$ cat src/rtl/cko_pkg.sv
package cko_pkg;

  typedef enum logic [1:0] {
    CKO_DIV2 = 2'd0,
    CKO_DIV4 = 2'd1,
    CKO_FRAC = 2'd2
  } cko_mode_e;

  // Map the two configuration levels onto a division mode.
  function automatic cko_mode_e cko_pick_mode(input logic hi_ref, input logic int_div);
    if (!hi_ref)      return CKO_DIV2;
    else if (int_div) return CKO_DIV4;
    else              return CKO_FRAC;
  endfunction

endpackage

$ cat src/rtl/cko_tick_gen.sv
module cko_tick_gen
  import cko_pkg::*;
#(
  parameter int HALF_SLOW = 1,
  parameter int HALF_FAST = 2,
  parameter int FRAC_NUM  = 12,
  parameter int FRAC_DEN  = 25
) (
  input  logic      clk,
  input  logic      rst_n,
  input  cko_mode_e mode,
  output logic      tick
);
  localparam int HALF_MAX = (HALF_SLOW > HALF_FAST) ? HALF_SLOW : HALF_FAST;
  localparam int CNT_W    = $clog2(HALF_MAX + 1);
  localparam int ACC_W    = $clog2(FRAC_NUM + FRAC_DEN + 1);

  // No reset: the divider keeps running while the gating logic is held.
  logic [CNT_W-1:0] cnt_q = '0;
  logic [ACC_W-1:0] acc_q = '0;
  logic [ACC_W-1:0] acc_sum;
  logic [CNT_W-1:0] half_lim;
  logic             int_tick;
  logic             frac_tick;

  always_comb begin
    half_lim  = (mode == CKO_DIV4) ? CNT_W'(HALF_FAST - 1) : CNT_W'(HALF_SLOW - 1);
    int_tick  = (cnt_q >= half_lim);
    acc_sum   = acc_q + ACC_W'(FRAC_NUM);
    frac_tick = (acc_sum >= ACC_W'(FRAC_DEN));
    tick      = (mode == CKO_FRAC) ? frac_tick : int_tick;
  end

  always_ff @(posedge clk) begin
    cnt_q <= int_tick ? '0 : cnt_q + CNT_W'(1);
    acc_q <= frac_tick ? acc_sum - ACC_W'(FRAC_DEN) : acc_sum;
  end

  // fractional ticks never come back to back
  assert_frac_min_gap_R3: assert property (@(posedge clk) disable iff (!rst_n)
    (mode == CKO_FRAC && tick) ##1 (mode == CKO_FRAC) |-> !tick);

  // fractional ticks never leave more than two idle cycles
  assert_frac_max_gap_R3: assert property (@(posedge clk) disable iff (!rst_n)
    (mode == CKO_FRAC && !tick) ##1 (mode == CKO_FRAC && !tick) ##1 (mode == CKO_FRAC)
    |-> tick);

endmodule

$ cat src/rtl/cko_gate.sv
module cko_gate #(
  parameter int GUARD = 4
) (
  input  logic clk,
  input  logic rst_n,
  input  logic burst_mode,
  input  logic rx_off,
  input  logic rise_pt,
  output logic run
);
  localparam int GW = $clog2(GUARD + 1);

  logic [GW-1:0] guard_q;
  logic          run_q;

  // All state changes wait for a rising point of the divided clock.
  always_ff @(posedge clk or negedge rst_n) begin
    if (!rst_n) begin
      run_q   <= 1'b0;
      guard_q <= '0;
    end else if (rise_pt) begin
      if (!burst_mode || !rx_off) begin
        run_q   <= 1'b1;
        guard_q <= '0;
      end else if (run_q) begin
        if (guard_q == GW'(GUARD)) begin
          run_q   <= 1'b0;
          guard_q <= '0;
        end else begin
          guard_q <= guard_q + GW'(1);
        end
      end
    end
  end

  assign run = run_q;

  // the gate opens or closes only at a rising point
  assert_gate_at_rise_R9: assert property (@(posedge clk) disable iff (!rst_n)
    !$stable(run_q) |-> $past(rise_pt));

  // trailing guard count stays within its limit
  assert_guard_bound_R8: assert property (@(posedge clk) disable iff (!rst_n)
    guard_q <= GW'(GUARD));

endmodule

$ cat src/rtl/aux_clk_div.sv
module aux_clk_div
  import cko_pkg::*;
#(
  parameter int HALF_SLOW = 1,
  parameter int HALF_FAST = 2,
  parameter int FRAC_NUM  = 12,
  parameter int FRAC_DEN  = 25,
  parameter int GUARD     = 4
) (
  input  logic clk,
  input  logic rst_n,
  input  logic hi_ref_sel,
  input  logic int_div_sel,
  input  logic out_off,
  input  logic burst_mode,
  input  logic rx_off,
  output logic clk_out
);
  cko_mode_e mode;
  logic      tick;
  logic      rise_pt;
  logic      run;
  logic      raw_q = 1'b0;
  logic      out_q = 1'b0;

  assign mode = cko_pick_mode(hi_ref_sel, int_div_sel);

  cko_tick_gen #(
    .HALF_SLOW (HALF_SLOW),
    .HALF_FAST (HALF_FAST),
    .FRAC_NUM  (FRAC_NUM),
    .FRAC_DEN  (FRAC_DEN)
  ) u_tick (
    .clk   (clk),
    .rst_n (rst_n),
    .mode  (mode),
    .tick  (tick)
  );

  always_ff @(posedge clk) begin
    if (tick) raw_q <= ~raw_q;
  end

  assign rise_pt = tick && !raw_q;

  cko_gate #(
    .GUARD (GUARD)
  ) u_gate (
    .clk        (clk),
    .rst_n      (rst_n),
    .burst_mode (burst_mode),
    .rx_off     (rx_off),
    .rise_pt    (rise_pt),
    .run        (run)
  );

  always_ff @(posedge clk) begin
    out_q <= raw_q & (~burst_mode | run) & ~out_off;
  end

  assign clk_out = out_q;

  // disable forces the pin low on the next edge
  assert_hold_low_R4: assert property (@(posedge clk) disable iff (!rst_n)
    out_off |=> !clk_out);

  // slow setting toggles every cycle once settled
  assert_div2_toggle_R1: assert property (@(posedge clk) disable iff (!rst_n)
    (!hi_ref_sel && !burst_mode && !out_off) ##1 (!hi_ref_sel && !burst_mode && !out_off)
    ##1 (!hi_ref_sel && !burst_mode && !out_off) |-> (clk_out != $past(clk_out)));

  // burst mode never yields a one-cycle high phase
  assert_min_high_R9: assert property (@(posedge clk) disable iff (!rst_n)
    (burst_mode && hi_ref_sel && !out_off && $rose(clk_out))
    ##1 (burst_mode && hi_ref_sel && !out_off && $stable(int_div_sel)) |-> clk_out);

  // burst mode never yields a one-cycle low phase
  assert_min_low_R9: assert property (@(posedge clk) disable iff (!rst_n)
    (burst_mode && hi_ref_sel && !out_off && $fell(clk_out))
    ##1 (burst_mode && hi_ref_sel && !out_off && $stable(int_div_sel)) |-> !clk_out);

endmodule

$ cat config.mk
export PLATFORM = sky130hd
export DESIGN_NAME = aux_clk_div
export DESIGN_NICKNAME = d
export VERILOG_FILES = /design/src/rtl/cko_pkg.sv /design/src/rtl/cko_tick_gen.sv /design/src/rtl/cko_gate.sv /design/src/rtl/aux_clk_div.sv
export SDC_FILE = /design/constraint.sdc
export NUM_CORES = 1
export LEC_CHECK = 0
export BUFFER_PORTS_ARGS = -buffer_cell sky130_fd_sc_hd__buf_2
export CAP_MARGIN = 20
export CORE_MARGIN = 2
export CORE_UTILIZATION = 34
export DETAILED_ROUTE_END_ITERATION = 8
export GPL_ROUTABILITY_DRIVEN = 0
export SYNTH_ARGS = -nofsm -noshare
export SYNTH_HDL_FRONTEND = slang
export SYNTH_SLANG_ARGS = --single-unit
$ cat constraint.sdc
create_clock -name clk -period 1.8 [get_ports clk]
set_input_delay 0.27 -clock clk [delete_from_list [all_inputs] [get_ports clk]]
set_output_delay 0.27 -clock clk [all_outputs]
set_load 0.02 [all_outputs]
# ---- After elaboration in Yosys (flattened, before gate mapping)
# Cells that the tools add are included.
dict set report totals {
  register_bits 14
  input_bits 7
  elab_cells 39
}
dict set report classes {
  n_addsub 4
  order_cmp 2
  eq_ne 3
  muxes 11
  bitwise 6
  reduce_logical 7
}
# op count
set ops {}
lappend ops {{2-to-1 mux 3 bit} 3}
lappend ops {{adder 6 x 4 -> 6 bit (second input constant)} 1}
lappend ops {{greater-or-equal comparator 6 x 5 -> 1 bit (second input constant)} 1}
lappend ops {{2-to-1 mux 6 bit} 1}
lappend ops {{subtractor 6 x 5 -> 6 bit (second input constant)} 1}
lappend ops {{2-to-1 mux 1 bit} 5}
lappend ops {{2-to-1 mux 2 bit} 2}
lappend ops {{adder 3 x 1 -> 3 bit (second input constant)} 1}
lappend ops {{equality test 3 bit (second input constant)} 1}
lappend ops {{zero test 1 bit} 3}
lappend ops {{NOT 1 bit} 3}
lappend ops {{adder 2 x 1 -> 2 bit (second input constant)} 1}
lappend ops {{AND 1 bit} 2}
lappend ops {{equality test 2 x 1 -> 1 bit (second input constant)} 1}
lappend ops {{equality test 2 bit (second input constant)} 1}
lappend ops {{greater-or-equal comparator 2 bit} 1}
lappend ops {{AND reduction 2 bit} 1}
lappend ops {{nonzero test 2 bit} 1}
lappend ops {{logical AND 1 bit} 1}
lappend ops {{logical OR 1 bit} 1}
lappend ops {{OR 1 bit} 1}

# ---- Depth between registers and ports, before layout
dict set report logic_depth {
  depth_word 8
  mapped_depth 7
  ltp_nobuf 7
}

# ---- Cells and area by module
# A second synthesis with hierarchy kept.
dict set report unflattened {
  hier_cells 83
  area_unflattened_um2 855.8
}
# module n_inst cells_each area_per_inst_um2
set modules_own_cells {}
lappend modules_own_cells {cko_tick_gen 1 55 545.5}
lappend modules_own_cells {cko_gate 1 20 219.0}
lappend modules_own_cells {aux_clk_div 1 8 91.3}

# ---- Least setup slack after synthesis
# No wires, ideal clock.
dict set report synth_timing {
  path_kind {input to register}
  startpoint {input int_div_sel}
  endpoint {register u_gate.guard_q[1]}
  setup_time_ns 0.122
  t_arrival_ns 1.589
  t_required_ns 1.678
  setup_slack_ns 0.089
  stages 7
  path_buffers 0
  cell_sequence {and2_1 ha_1 or3b_4 nor2_1 nor2_1 and2_4 a32o_1}
}
dict set report synth_between {
  elab_chain_len 8
}
# element line_no
set synth_rtl {}
lappend synth_rtl {{start: declaration} aux_clk_div.sv:13} ;# input logic int_div_sel,
lappend synth_rtl {{2-to-1 mux 2 bit *} cko_pkg.sv:12} ;# else if (int_div) return CKO_DIV4;
lappend synth_rtl {{2-to-1 mux 2 bit *} cko_pkg.sv:11} ;# if (!hi_ref) return CKO_DIV2;
lappend synth_rtl {{equality test 2 x 1 -> 1 bit} cko_tick_gen.sv:27} ;# half_lim = (mode == CKO_DIV4) ? CNT_W'(HALF_FAST - 1) : CNT_W'(HALF_SLOW - 1);
lappend synth_rtl {{2-to-1 mux 1 bit} cko_tick_gen.sv:27}
lappend synth_rtl {{greater-or-equal comparator 2 bit} cko_tick_gen.sv:28} ;# int_tick = (cnt_q >= half_lim);
lappend synth_rtl {{2-to-1 mux 1 bit *} cko_tick_gen.sv:31} ;# tick = (mode == CKO_FRAC) ? frac_tick : int_tick;
lappend synth_rtl {{logical AND 1 bit *} aux_clk_div.sv:44} ;# assign rise_pt = tick && !raw_q;
lappend synth_rtl {{AND reduction 2 bit (no source line) *} n/a}
lappend synth_rtl {{end signal: assignment} cko_gate.sv:30} ;# guard_q <= guard_q + GW'(1);
lappend synth_rtl {{end: declaration} cko_gate.sv:13} ;# logic [GW-1:0] guard_q;
# Every way passes the cells marked *; elsewhere a longest branch is shown, timed or not.
# A chain may end at the register's enable or synchronous reset.

# ---- Worst setup path after layout
dict set report layout_timing {
  startpoint {register u_tick.cnt_q[0]}
  endpoint {register u_gate.guard_q[1]}
}
dict set report layout_between {
  elab_chain_len 4
}
# element line_no
set layout_rtl {}
lappend layout_rtl {{start: declaration} cko_tick_gen.sv:19} ;# logic [CNT_W-1:0] cnt_q = '0;
lappend layout_rtl {{start signal: assignment} cko_tick_gen.sv:35} ;# cnt_q <= int_tick ? '0 : cnt_q + CNT_W'(1);
lappend layout_rtl {{greater-or-equal comparator 2 bit} cko_tick_gen.sv:28}
lappend layout_rtl {{2-to-1 mux 1 bit} cko_tick_gen.sv:31}
lappend layout_rtl {{logical AND 1 bit} aux_clk_div.sv:44}
lappend layout_rtl {{AND reduction 2 bit (no source line)} n/a}
# Every way passes these cells.

==> flow_metrics.py <==
metrics = {
    "outcome": {
        "status": "finished clean",
    },
    "placed_design": {
        "numPortBuffers": 7,
        "dp_hpwl_um": 1000,
    },
    "grt": {
        "grt_use_met1": 0.171,
        "grt_pass1_vias": 576,
        "grt_overflow": 0,
        "grt_usage": 0.118,
        "grtUsageMet2": 0.167,
        "top_usage_layer": "met1",
        "use_met3": 0.0172,
        "antenna_found_initial": 0,
        "grt_pass1_wl_um": 2430,
        "grt_max_degree": 9,
    },
    "clocking": {
        "h-tree-depth": 1,
        "clock-sinks": 14,
        "cts_tree": "built",
        "root_buffer": "clkbuf_4",
        "cts_setup_buffers": 0,
        "numCtsBuffers": 3,
        "clock_path_buffers": 2,
        "clock_latency_ps": 280,
        "clk_pin_slew_ps": 90,
    },
    "sta": {
        "slew_viol_final": 0,
        "worst_pin_slew_ps": 419,
        "report.final.setup_viol": 0,
        "whs_ps": 146,
        "finalSetupTns_ps": 0,
        "timing.slew.headroom": 0.719,
        "period_needed_ps": 1720,
        "max_clock_freq_mhz": 583,
        "hold_viol_final": 0,
        "worst_clock_skew_ps": 3.33,
        "grt_setup_unrepaired": "false",
        "post-route-period-util": 0.953,
    },
    "synth": {
        "async_flop_share": 0.286,
        "yosysSeqAreaShare": 0.423,
        "synth_top_area_frac": 0.179,
        "syn_nets": 91,
        "synth_seq_cells": 14,
        "synth_top_flop_cell": "dfxtp_1",
        "yosysWarnings": 0,
        "synthTopCellsByArea": "dfxtp_1 (18%), dfrtp_1 (13%), ha_1 (13%), edfxtp_1 (12%), inv_1 (4.8%)",
        "synth_area_leader_cell": "dfxtp_1",
        "yosysUniqueCellTypes": 32,
        "synth.most_common_cell": "inv_1",
        "synth_common_cells": "inv_1 (10), ha_1 (8), dfxtp_1 (7)",
        "synth_edf_count": 3,
        "syn-cell-area_um2": 781,
        "syn_avg_cell_area_um2": 10.3,
        "synthCells": 76,
    },
    "route": {
        "wl_per_cell_um": 10.6,
        "wl_um": 1290,
        "via_per_inst": 4.80,
        "drtIter0Drc": 15,
        "num_vias": 586,
        "drc": 0,
        "final_antenna_net_count": 0,
        "drt_pass1_iterations": 4,
    },
    "power_and_ir_drop": {
        "leakage_nw": 0.441,
        "p_total_mw": 0.672,
        "powerDensity_nw_per_um2": 711,
        "peakVddDrop_v": 0.000394,
    },
    "layout": {
        "antennaDiodeCount": 0,
        "nFillCells": 223,
        "flow.area_growth_from_synthesis_pct": 21.0,
        "finish.utilization": 0.431,
        "nets": 110,
        "layout-drive-gt1-share": 0.255,
    },
    "worst_setup_path": {
        "critPathRequiredTime_ps": 1970,
        "worstPathMaxFanout": 4,
        "arrival_ps": 1880,
        "end_kind": "flop",
        "path_class": "reg -> reg",
        "reg2reg_from": "u_tick.cnt_q[0]$_SDFF_PP0_",
        "start_kind": "flop",
        "crit_start": "u_tick.cnt_q[0]$_SDFF_PP0_",
    },
    "die": {
        "die_h_um": 51.9,
        "fp.coreArea_um2": 2190,
        "die_area_um2": 2700,
        "fp.dieW_um": 51.9,
        "row_count": 17,
        "num_io_pins": 8,
        "initial_core_util": 0.356,
    },
    "min_path": {
        "min_path_type": "in -> reg",
        "hold_start": "out_off",
    },
    "flow_run": {
        "cap_violations": 0,
    },
}
## critical path: stages (launching register included)
cell	delay, ps
dfxtp_1	340
inv_1	50
ha_1	290
or3b_4	370
nor2_1	90
nor2_1	60
and2_4	170
a32o_1	240
## per-stage QoR
stage | setup WS (ps) | instances | cell area [µm²]
4_1_cts | 47.4 | 122 | 932
6_report | 84.3 | 122 | 945
3_3_place_gp | -15.1 | 117 | 896
5_1_grt | 0.853 | 122 | 945
2_1_floorplan | 89.5 | 76 | 781
3_5_place_dp | -40.8 | 117 | 896
## metal layers
| layer | vias up | wire [µm] |
|---|---|---|
| li1 | 302 | - |
| met5 | - | 0 |
| met1 | 268 | 666 |
| met4 | 0 | 19 |
| met3 | 2 | 51 |
| met2 | 14 | 556 |
## state kept, by name, summed over array words and instances (netlist names)
name and count:
u_gate.run 1, u_tick.cnt_q 2, u_tick.acc_q 6, clk_out 1, raw_q 1, u_gate.guard_q 3
## logic make-up (layout without fill, tap and decap cells)
family          after synthesis  after routing  synth area share
simple gates                 21             21             0.146
compound gates               18             18             0.179
flops                        14             14             0.423
buf+inv                      10             28            0.0481
fa+ha+maj                     8              8             0.128
xor+xnor                      5              5            0.0753
## layout make-up
class / instances / area, µm² / area share
Sequential cell: 14 / 330 / 0.350
Clock inverter: 1 / 3.75 / 0.00397
Tap cell: 28 / 35.0 / 0.0371
Inverter: 10 / 37.5 / 0.0397
Multi-Input combinational cell: 52 / 425 / 0.450
Clock buffer: 3 / 22.5 / 0.0238
Timing Repair Buffer: 14 / 90.1 / 0.0954
## power breakdown
part,switching (mW),internal [mW]
clock,0.106,0.0802
sequential,0.0146,0.345
combinational,0.0654,0.0604
## final timing paths
kind / to / slack (ps) / cells past startpoint
setup reg to reg: u_gate.guard_q[1]$_DFFE_PN0P_ / 80 / 7
hold reg to reg: u_tick.cnt_q[0]$_SDFF_PP0_ / 410 / 1
hold / removal: clk_out$_DFF_P_ / 150 / 2
min in group asynchronous: u_gate.guard_q[2]$_DFFE_PN0P_ / 320 / 2
max in group asynchronous: u_gate.run$_DFFE_PN0P_ / 1370 / 2
setup / recovery: u_gate.guard_q[1]$_DFFE_PN0P_ / 80 / 7
## layout by cell type (no fill, tap or decap), types with 2 or more instances in the layout
master / Yosys / routed
edfxtp_1: 3 / 3
buf_4: 0 / 6
inv_1: 10 / 10
dfxtp_1: 7 / 7
nor2_1: 6 / 6
nor2b_1: 2 / 2
dfrtp_1: 4 / 4
and2_1: 2 / 2
nand2_1: 4 / 4
ha_1: 8 / 8
clkbuf_4: 0 / 3
xnor2_1: 2 / 2
o211ai_1: 2 / 2
xor2_2: 2 / 2
buf_2: 0 / 7
a32o_1: 2 / 2
a211oi_1: 2 / 2
## repair_timing
action | in CTS | in global routing
hold buffers | 1 | 0
pin swaps | 0 | 1
endpoints found under the setup margin | 4 | 6
resized for setup | 1 | 2
hold endpoints to repair | 4 | 0
No activity file was read; power rests on OpenSTA's default activity.
